$ cat src/rtl/qps_pkg.sv
package qps_pkg;

  // True when count c falls inside the active window of phase k.
  function automatic logic phase_hit(int c, int k, int width, int gap);
    int first;
    first = k * (width + gap);
    return (c >= first) && (c < first + width);
  endfunction

  // Length of the stride that separates two successive phase starts.
  function automatic int phase_stride(int width, int gap);
    return width + gap;
  endfunction

endpackage

$ cat src/rtl/qps_counter.sv
module qps_counter #(
  parameter int DIV = 12,
  parameter int CW  = $clog2(DIV)
) (
  input  logic          clk,
  input  logic          rst,
  input  logic          en,
  output logic [CW-1:0] cnt,
  output logic          cnt_wrap
);

  localparam logic [CW-1:0] LAST = CW'(DIV - 1);

  assign cnt_wrap = en && (cnt == LAST);

  always_ff @(posedge clk) begin
    if (rst || !en) begin
      cnt <= '0;
    end else if (cnt_wrap) begin
      cnt <= '0;
    end else begin
      cnt <= cnt + 1'b1;
    end
  end

endmodule

$ cat src/rtl/qps_decode.sv
module qps_decode #(
  parameter int NPH   = 4,
  parameter int PH_W  = 2,
  parameter int PH_G  = 1,
  parameter int CW    = 4
) (
  input  logic [CW-1:0]  cnt,
  output logic [NPH-1:0] dec_phase,
  output logic           dec_start
);

  import qps_pkg::*;

  for (genvar k = 0; k < NPH; k++) begin : g_phase
    assign dec_phase[k] = phase_hit(int'(cnt), k, PH_W, PH_G);
  end

  assign dec_start = (cnt == '0);

endmodule

$ cat src/rtl/qps_outreg.sv
module qps_outreg #(
  parameter int NPH = 4
) (
  input  logic           clk,
  input  logic           rst,
  input  logic           en,
  input  logic [NPH-1:0] dec_phase,
  input  logic           dec_start,
  output logic [NPH-1:0] phase_q,
  output logic           start_q
);

  always_ff @(posedge clk) begin
    if (rst || !en) begin
      phase_q <= '0;
      start_q <= 1'b0;
    end else begin
      phase_q <= dec_phase;
      start_q <= dec_start;
    end
  end

endmodule

$ cat src/rtl/quad_phase_seq.sv
module quad_phase_seq #(
  parameter int DIV  = 12,
  parameter int NPH  = 4,
  parameter int PH_W = 2,
  parameter int PH_G = 1
) (
  input  logic           clk,
  input  logic           rst,
  input  logic           en,
  output logic [NPH-1:0] phase_o,
  output logic           start_o
);

  localparam int CW = $clog2(DIV);

  logic [CW-1:0]  cnt;
  logic           cnt_wrap;
  logic [NPH-1:0] dec_phase;
  logic           dec_start;

  qps_counter #(.DIV(DIV), .CW(CW)) u_cnt (
    .clk(clk), .rst(rst), .en(en), .cnt(cnt), .cnt_wrap(cnt_wrap)
  );

  qps_decode #(.NPH(NPH), .PH_W(PH_W), .PH_G(PH_G), .CW(CW)) u_dec (
    .cnt(cnt), .dec_phase(dec_phase), .dec_start(dec_start)
  );

  qps_outreg #(.NPH(NPH)) u_out (
    .clk(clk), .rst(rst), .en(en),
    .dec_phase(dec_phase), .dec_start(dec_start),
    .phase_q(phase_o), .start_q(start_o)
  );

endmodule

$ cat config.mk
export PLATFORM = sky130hd
export DESIGN_NAME = quad_phase_seq
export DESIGN_NICKNAME = d
export VERILOG_FILES = /design/src/rtl/qps_pkg.sv /design/src/rtl/qps_counter.sv /design/src/rtl/qps_decode.sv /design/src/rtl/qps_outreg.sv /design/src/rtl/quad_phase_seq.sv
export SDC_FILE = /design/constraint.sdc
export NUM_CORES = 1
export LEC_CHECK = 0
export ABC_AREA = 0
export CAP_MARGIN = 0
export CORE_AREA = 10 10 47 49
export DETAILED_ROUTE_END_ITERATION = 7
export DIE_AREA = 0 0 57 59
export DONT_BUFFER_PORTS = 1
export SLEW_MARGIN = 0
export SYNTH_ARGS = -nofsm -noshare
export SYNTH_HDL_FRONTEND = slang
export SYNTH_SLANG_ARGS = --single-unit
$ cat constraint.sdc
create_clock -name clk -period 2.2 [get_ports clk]
set_input_delay 0.22 -clock clk [delete_from_list [all_inputs] [get_ports clk]]
set_output_delay 0.22 -clock clk [all_outputs]
set_load 0.02 [all_outputs]
* Yosys cells after proc, flatten, opt, wreduce, memory -nomap -nowiden
Cells that the tools add are included.
Storage, ports and cells: input bits 3, register bits after elaboration 9, output and inout port bits 5, logic and storage cells 20
Cells by class: equality and inequality tests 1, add/sub/neg operators 1, reduce and logical (&&, ||, !) cells 8, order comparisons 7
Operator list (number):
- < comparator 4 bit (second input constant) | 2
- adder 4 x 1 -> 4 bit (second input constant) | 1
- == test 4 bit (second input constant) | 1
- greater-or-equal comparator 4 x 2 -> 1 bit (second input constant) | 1
- greater-or-equal comparator 4 x 3 -> 1 bit (second input constant) | 1
- greater-or-equal comparator 4 bit (second input constant) | 1
- logical AND 1 bit | 4
- logical NOT 4 bit | 1
- < comparator 4 x 2 -> 1 bit (second input constant) | 1
- < comparator 4 x 3 -> 1 bit (second input constant) | 1
- OR reduction 2 bit | 1
- logical NOT 1 bit | 1
- logical OR 1 bit | 1

* Logic depth before layout (Yosys ltp)
depth in word-level cells 3, mapped depth 5, depth with buffers taken out 5

* Cells and area by module
Synthesis repeated with hierarchy kept, for this count alone.
Second synthesis, totals: cells, all modules 36, area, all modules 367.9 um2
By module, submodules not included:
- qps_counter | cells each 17, instances 1, area an instance 167.7 um2, seq. area each 80.1 um2
- qps_outreg | cells each 10, instances 1, area an instance 143.9 um2, seq. area each 100.1 um2
- qps_decode | cells each 9, instances 1, area an instance 56.3 um2, seq. area each 0.0 um2

* Worst setup path before layout
Ideal clock, no wire load.
kind reg-to-reg, start reg u_cnt.cnt[0], end reg u_cnt.cnt[2], path buffers 0, cell stages (with the launch flop) 5, slack 1161 ps, period minus slack after synthesis 1039 ps, library setup time 62 ps, data required time 2138 ps, arrival 977 ps, cells stage by stage dfxtp_1 -> ha_1 -> nor2b_4 -> a21o_4 -> nor2_2
On the way: word-level cells in the longest chain between the ends 3, elaborated cells on any way between the ends 4, classes of those cells 1 x add/sub; 1 x eq/ne; 2 x reduce/logical
Ends and longest elaborated chain:
- start, declared | line qps_counter.sv:8 | output logic [CW-1:0] cnt,
- start signal, assigned | line qps_counter.sv:22 | cnt <= cnt + 1'b1;
- branches (longest 3 deep; another with adder 4 x 1 -> 4 bit)
Several ways; the timed one is not identified. A chain may end at the register's enable or synchronous reset.

* Final worst setup path
start reg u_cnt.cnt[1], end reg u_out.phase_q[3]
On the way: word-level cells in the longest chain between the ends 2, elaborated cells on any way between the ends 3, classes of those cells 2 x order compare; 1 x reduce/logical
Ends and longest elaborated chain:
- greater-or-equal comparator 4 bit / < comparator 4 bit (equally long branches) | line qps_pkg.sv:7 | return (c >= first) && (c < first + width);
- logical AND 1 bit * | line qps_pkg.sv:7
- end signal, assigned | line qps_outreg.sv:18 | phase_q <= dec_phase;
- end, declared | line qps_outreg.sv:9 | output logic [NPH-1:0] phase_q,
Mark *: on every way between the ends. The rest lies on a longest branch, timed or not.

==> impl_metrics.yaml <==
layout:
  share_of_the_core_filled_with_cells_pct: 30.5
  post_route_cells_drive_above_1_share_pct: 23.1
  final.fill_count: 152
  final_cell_area_sq_um: 428
  finalNetCount: 47
  areaGrowthSynthToFinish_pct: 7.55
  regArea_sq_um: 180
  ant_diodes: 0
  multi_input_comb_area_sq_um: 186
floorplanning:
  die_w_um: 57
  effective_utilization_at_floorplan_pct: 28.4
  dieArea_sq_mm: 0.00336
  num_io_pins: 8
  core_area_sq_mm: 0.00140
  floorplan.rows: 14
  fp.dieH_um: 59
clocking:
  numCtsBuffers: 3
  clkSinkCount: 9
  root_buffer_cell: "sky130_fd_sc_hd__clkbuf_4"
  h-tree-depth: 1
  post_cts_setup_buffer_count: 0
  tritoncts: "done"
  post_cts_resized: 0
  clock_tree.buffer_depth: 2
  insertion_delay_ns: 0.26
  clk_transition_reported_paths_ns: 0.06
  hold_buffer_count_at_cts: 0
setup_path:
  critPathKind: "register to register"
  required_ns: 2.41
  worst-path-buf-inv: 1
  timing.critical_path.cells: "inv_1 > ha_1 > a21oi_1 > and4bb_2"
  cp.arrival_ns: 1.37
  worst_path_dominant_cell_family: "flip-flops"
  worstSetupStartpointType: "register"
  path_max_fanout: 5
  end_kind: "register"
  crit_path_max_cell_delay_ns: 0.41
  crit_path_top_delay_cell: "sky130_fd_sc_hd__dfxtp_1"
  r2r_setup_slack_ns: 1.04
synth:
  ys_types: 19
  leading_cell_type_by_number_of_instances_after_synthesis: "sky130_fd_sc_hd__dfxtp_1"
  yosysTopAreaCell: "sky130_fd_sc_hd__dfxtp_1"
  yosysSeqAreaShare_pct: 45.3
  yosysTopAreaCellShare_pct: 45.3
  postSynthCellCount: 37
  yosys_register_bits: 9
  ys_dominant_reg_cell: "sky130_fd_sc_hd__dfxtp_1"
  postSynth.asyncResetShare_pct: 0
  yosys_warnings: 0
  net_count_of_the_mapped_netlist: 44
  synth_area_leaders: "sky130_fd_sc_hd__dfxtp_1 (45%), sky130_fd_sc_hd__ha_1 (13%), sky130_fd_sc_hd__a21o_4 (3.8%)"
  synth_area_sq_um: 398
  count_of_flip_flops_with_a_built_in_enable_after_synthesis: 0
  syn_area_per_cell_sq_um: 10.8
  ys_top_cells_by_count: "sky130_fd_sc_hd__dfxtp_1 (9), sky130_fd_sc_hd__ha_1 (4), sky130_fd_sc_hd__inv_1 (4)"
timing:
  grt_setup_unrepaired: "no"
  totalNegativeSetupSlack_ns: 0
  period_minus_slack_ns: 1.16
  period_utilization_pct: 52.7
  setup_viol: 0
  max_transition_viols_final: 0
  finalHoldViolations: 0
  tightest_slew_ns: 0.320
  timing.max_slew.rel_slack_pct: 78.6
  fin_skew_ns: 0.00383
  max_clock_freq_mhz: 863
route:
  first_iter_violations: 1
  routed-via-count: 243
  routed_wire_length_per_instance_um: 11.2
  routed_wirelength_um: 615
  ant_nets: 0
  viasPerCell: 4.42
  remaining_drc_errors: 0
  dr.pass1.iters: 2
global_routing:
  grt_util_all_layers_pct: 4.33
  grt_pass1_wl_um: 1100
  grt_overflow_total: 0
  grt_pass1_vias: 238
  grt_max_degree: 9
  antenna_found_initial: 0
place:
  final_estimated_routing_congestion_in_global_placement: 0.702
  dpl-instance-area_sq_um: 402
  place.detailed.hpwl_um: 451
  port_buffers: 0
power:
  peakVddDrop_v: 0.000229
  cellLeakagePower_nw: 0.166
  powerDensity_mw_per_mm2: 738
outcome:
  status: "finished clean"
run:
  max-cap-violations: 0
worst_hold_path:
  worst_hold_path_type: "primary input to register"
## routing by layer
metal  GRT usage (%)  wire length, um
met5               0                0
met4            1.01               10
met3            4.94               75
met2            6.20              279
met1            4.05              249
## where the power goes
group | internal (mW) | leakage, nW | total (mW) | switching (mW)
logic | 0.00773 | 0.0777 | 0.0158 | 0.00807
registers | 0.167 | 0.0733 | 0.174 | 0.00631
clock network | 0.0698 | 0.0150 | 0.126 | 0.0565
## per-stage QoR
step	hold slack (ns)	setup slack [ns]	cells	total power, mW
6_report	0.133	1.04	55	0.316
5_1_grt	0.145	0.972	55	0.331
4_1_cts	0.131	1.04	55	0.322
3_5_place_dp	0.409	1.06	51	0.193
3_3_place_gp	0.411	1.09	51	0.193
2_1_floorplan	0.384	1.16	37	0.190
## cells in the final DEF, fill, tap and decap left out
| cell type | instances |
|---|---|
| sky130_fd_sc_hd__dfxtp_1 | 9 |
| sky130_fd_sc_hd__inv_1 | 4 |
| sky130_fd_sc_hd__ha_1 | 4 |
| sky130_fd_sc_hd__clkbuf_4 | 3 |
| sky130_fd_sc_hd__nor3_1 | 2 |
| sky130_fd_sc_hd__a21oi_1 | 2 |
| sky130_fd_sc_hd__nor2_1 | 2 |
| sky130_fd_sc_hd__nor2_2 | 2 |
| sky130_fd_sc_hd__nand2b_4 | 1 |
| sky130_fd_sc_hd__nor4b_1 | 1 |
| sky130_fd_sc_hd__nand2_1 | 1 |
| sky130_fd_sc_hd__nor2b_4 | 1 |
| sky130_fd_sc_hd__a21o_4 | 1 |
| sky130_fd_sc_hd__nor4_1 | 1 |
| sky130_fd_sc_hd__xnor2_1 | 1 |
| sky130_fd_sc_hd__and4bb_2 | 1 |
| sky130_fd_sc_hd__nand3_1 | 1 |
| sky130_fd_sc_hd__xor2_1 | 1 |
| sky130_fd_sc_hd__clkbuf_1 | 1 |
## layout make-up
type | count | area share [%]
Inverter | 4 | 3.51
Sequential cell | 9 | 42.1
Clock buffer | 4 | 6.14
Tap cell | 16 | 4.68
Multi-Input combinational cell | 22 | 43.6
## path summary, 6_finish.rpt
| kind | from | end | cells after the start |
|---|---|---|---|
| setup / recovery | u_cnt.cnt[1]$_SDFF_PP0_ | u_out.phase_q[3]$_SDFF_PP0_ | 4 |
| hold / removal | en | u_out.phase_q[2]$_SDFF_PP0_ | 2 |
| setup reg to reg | u_cnt.cnt[1]$_SDFF_PP0_ | u_out.phase_q[3]$_SDFF_PP0_ | 4 |
| hold reg to reg | u_cnt.cnt[0]$_SDFF_PP0_ | u_cnt.cnt[0]$_SDFF_PP0_ | 1 |
## registers in the layout, indices dropped and copies added, names as in the netlist
signal,flops
u_cnt.cnt,4
u_out.phase_q,4
u_out.start_q,1
## cell families (layout without fill, tap and decap cells)
family	Yosys count	after routing	synth area share, %
AND/OR/NAND/NOR	13	13	23.6
flip-flops	9	9	45.3
buffers and inverters	6	8	7.86
adder cells (fa/ha/maj)	4	4	12.6
AO/OA/AOI/OAI	3	3	6.29
XOR/XNOR	2	2	4.40
## worst reg2reg max path: cells and delay by family (launching register included)
family / cells / cell delay [ns]
adder cells (fa/ha/maj): 1 / 0.21
AO/OA/AOI/OAI: 1 / 0.16
flip-flops: 1 / 0.41
AND/OR/NAND/NOR: 1 / 0.22
buffers and inverters: 1 / 0.11
Note: power is estimated with default switching activity, not from simulation.
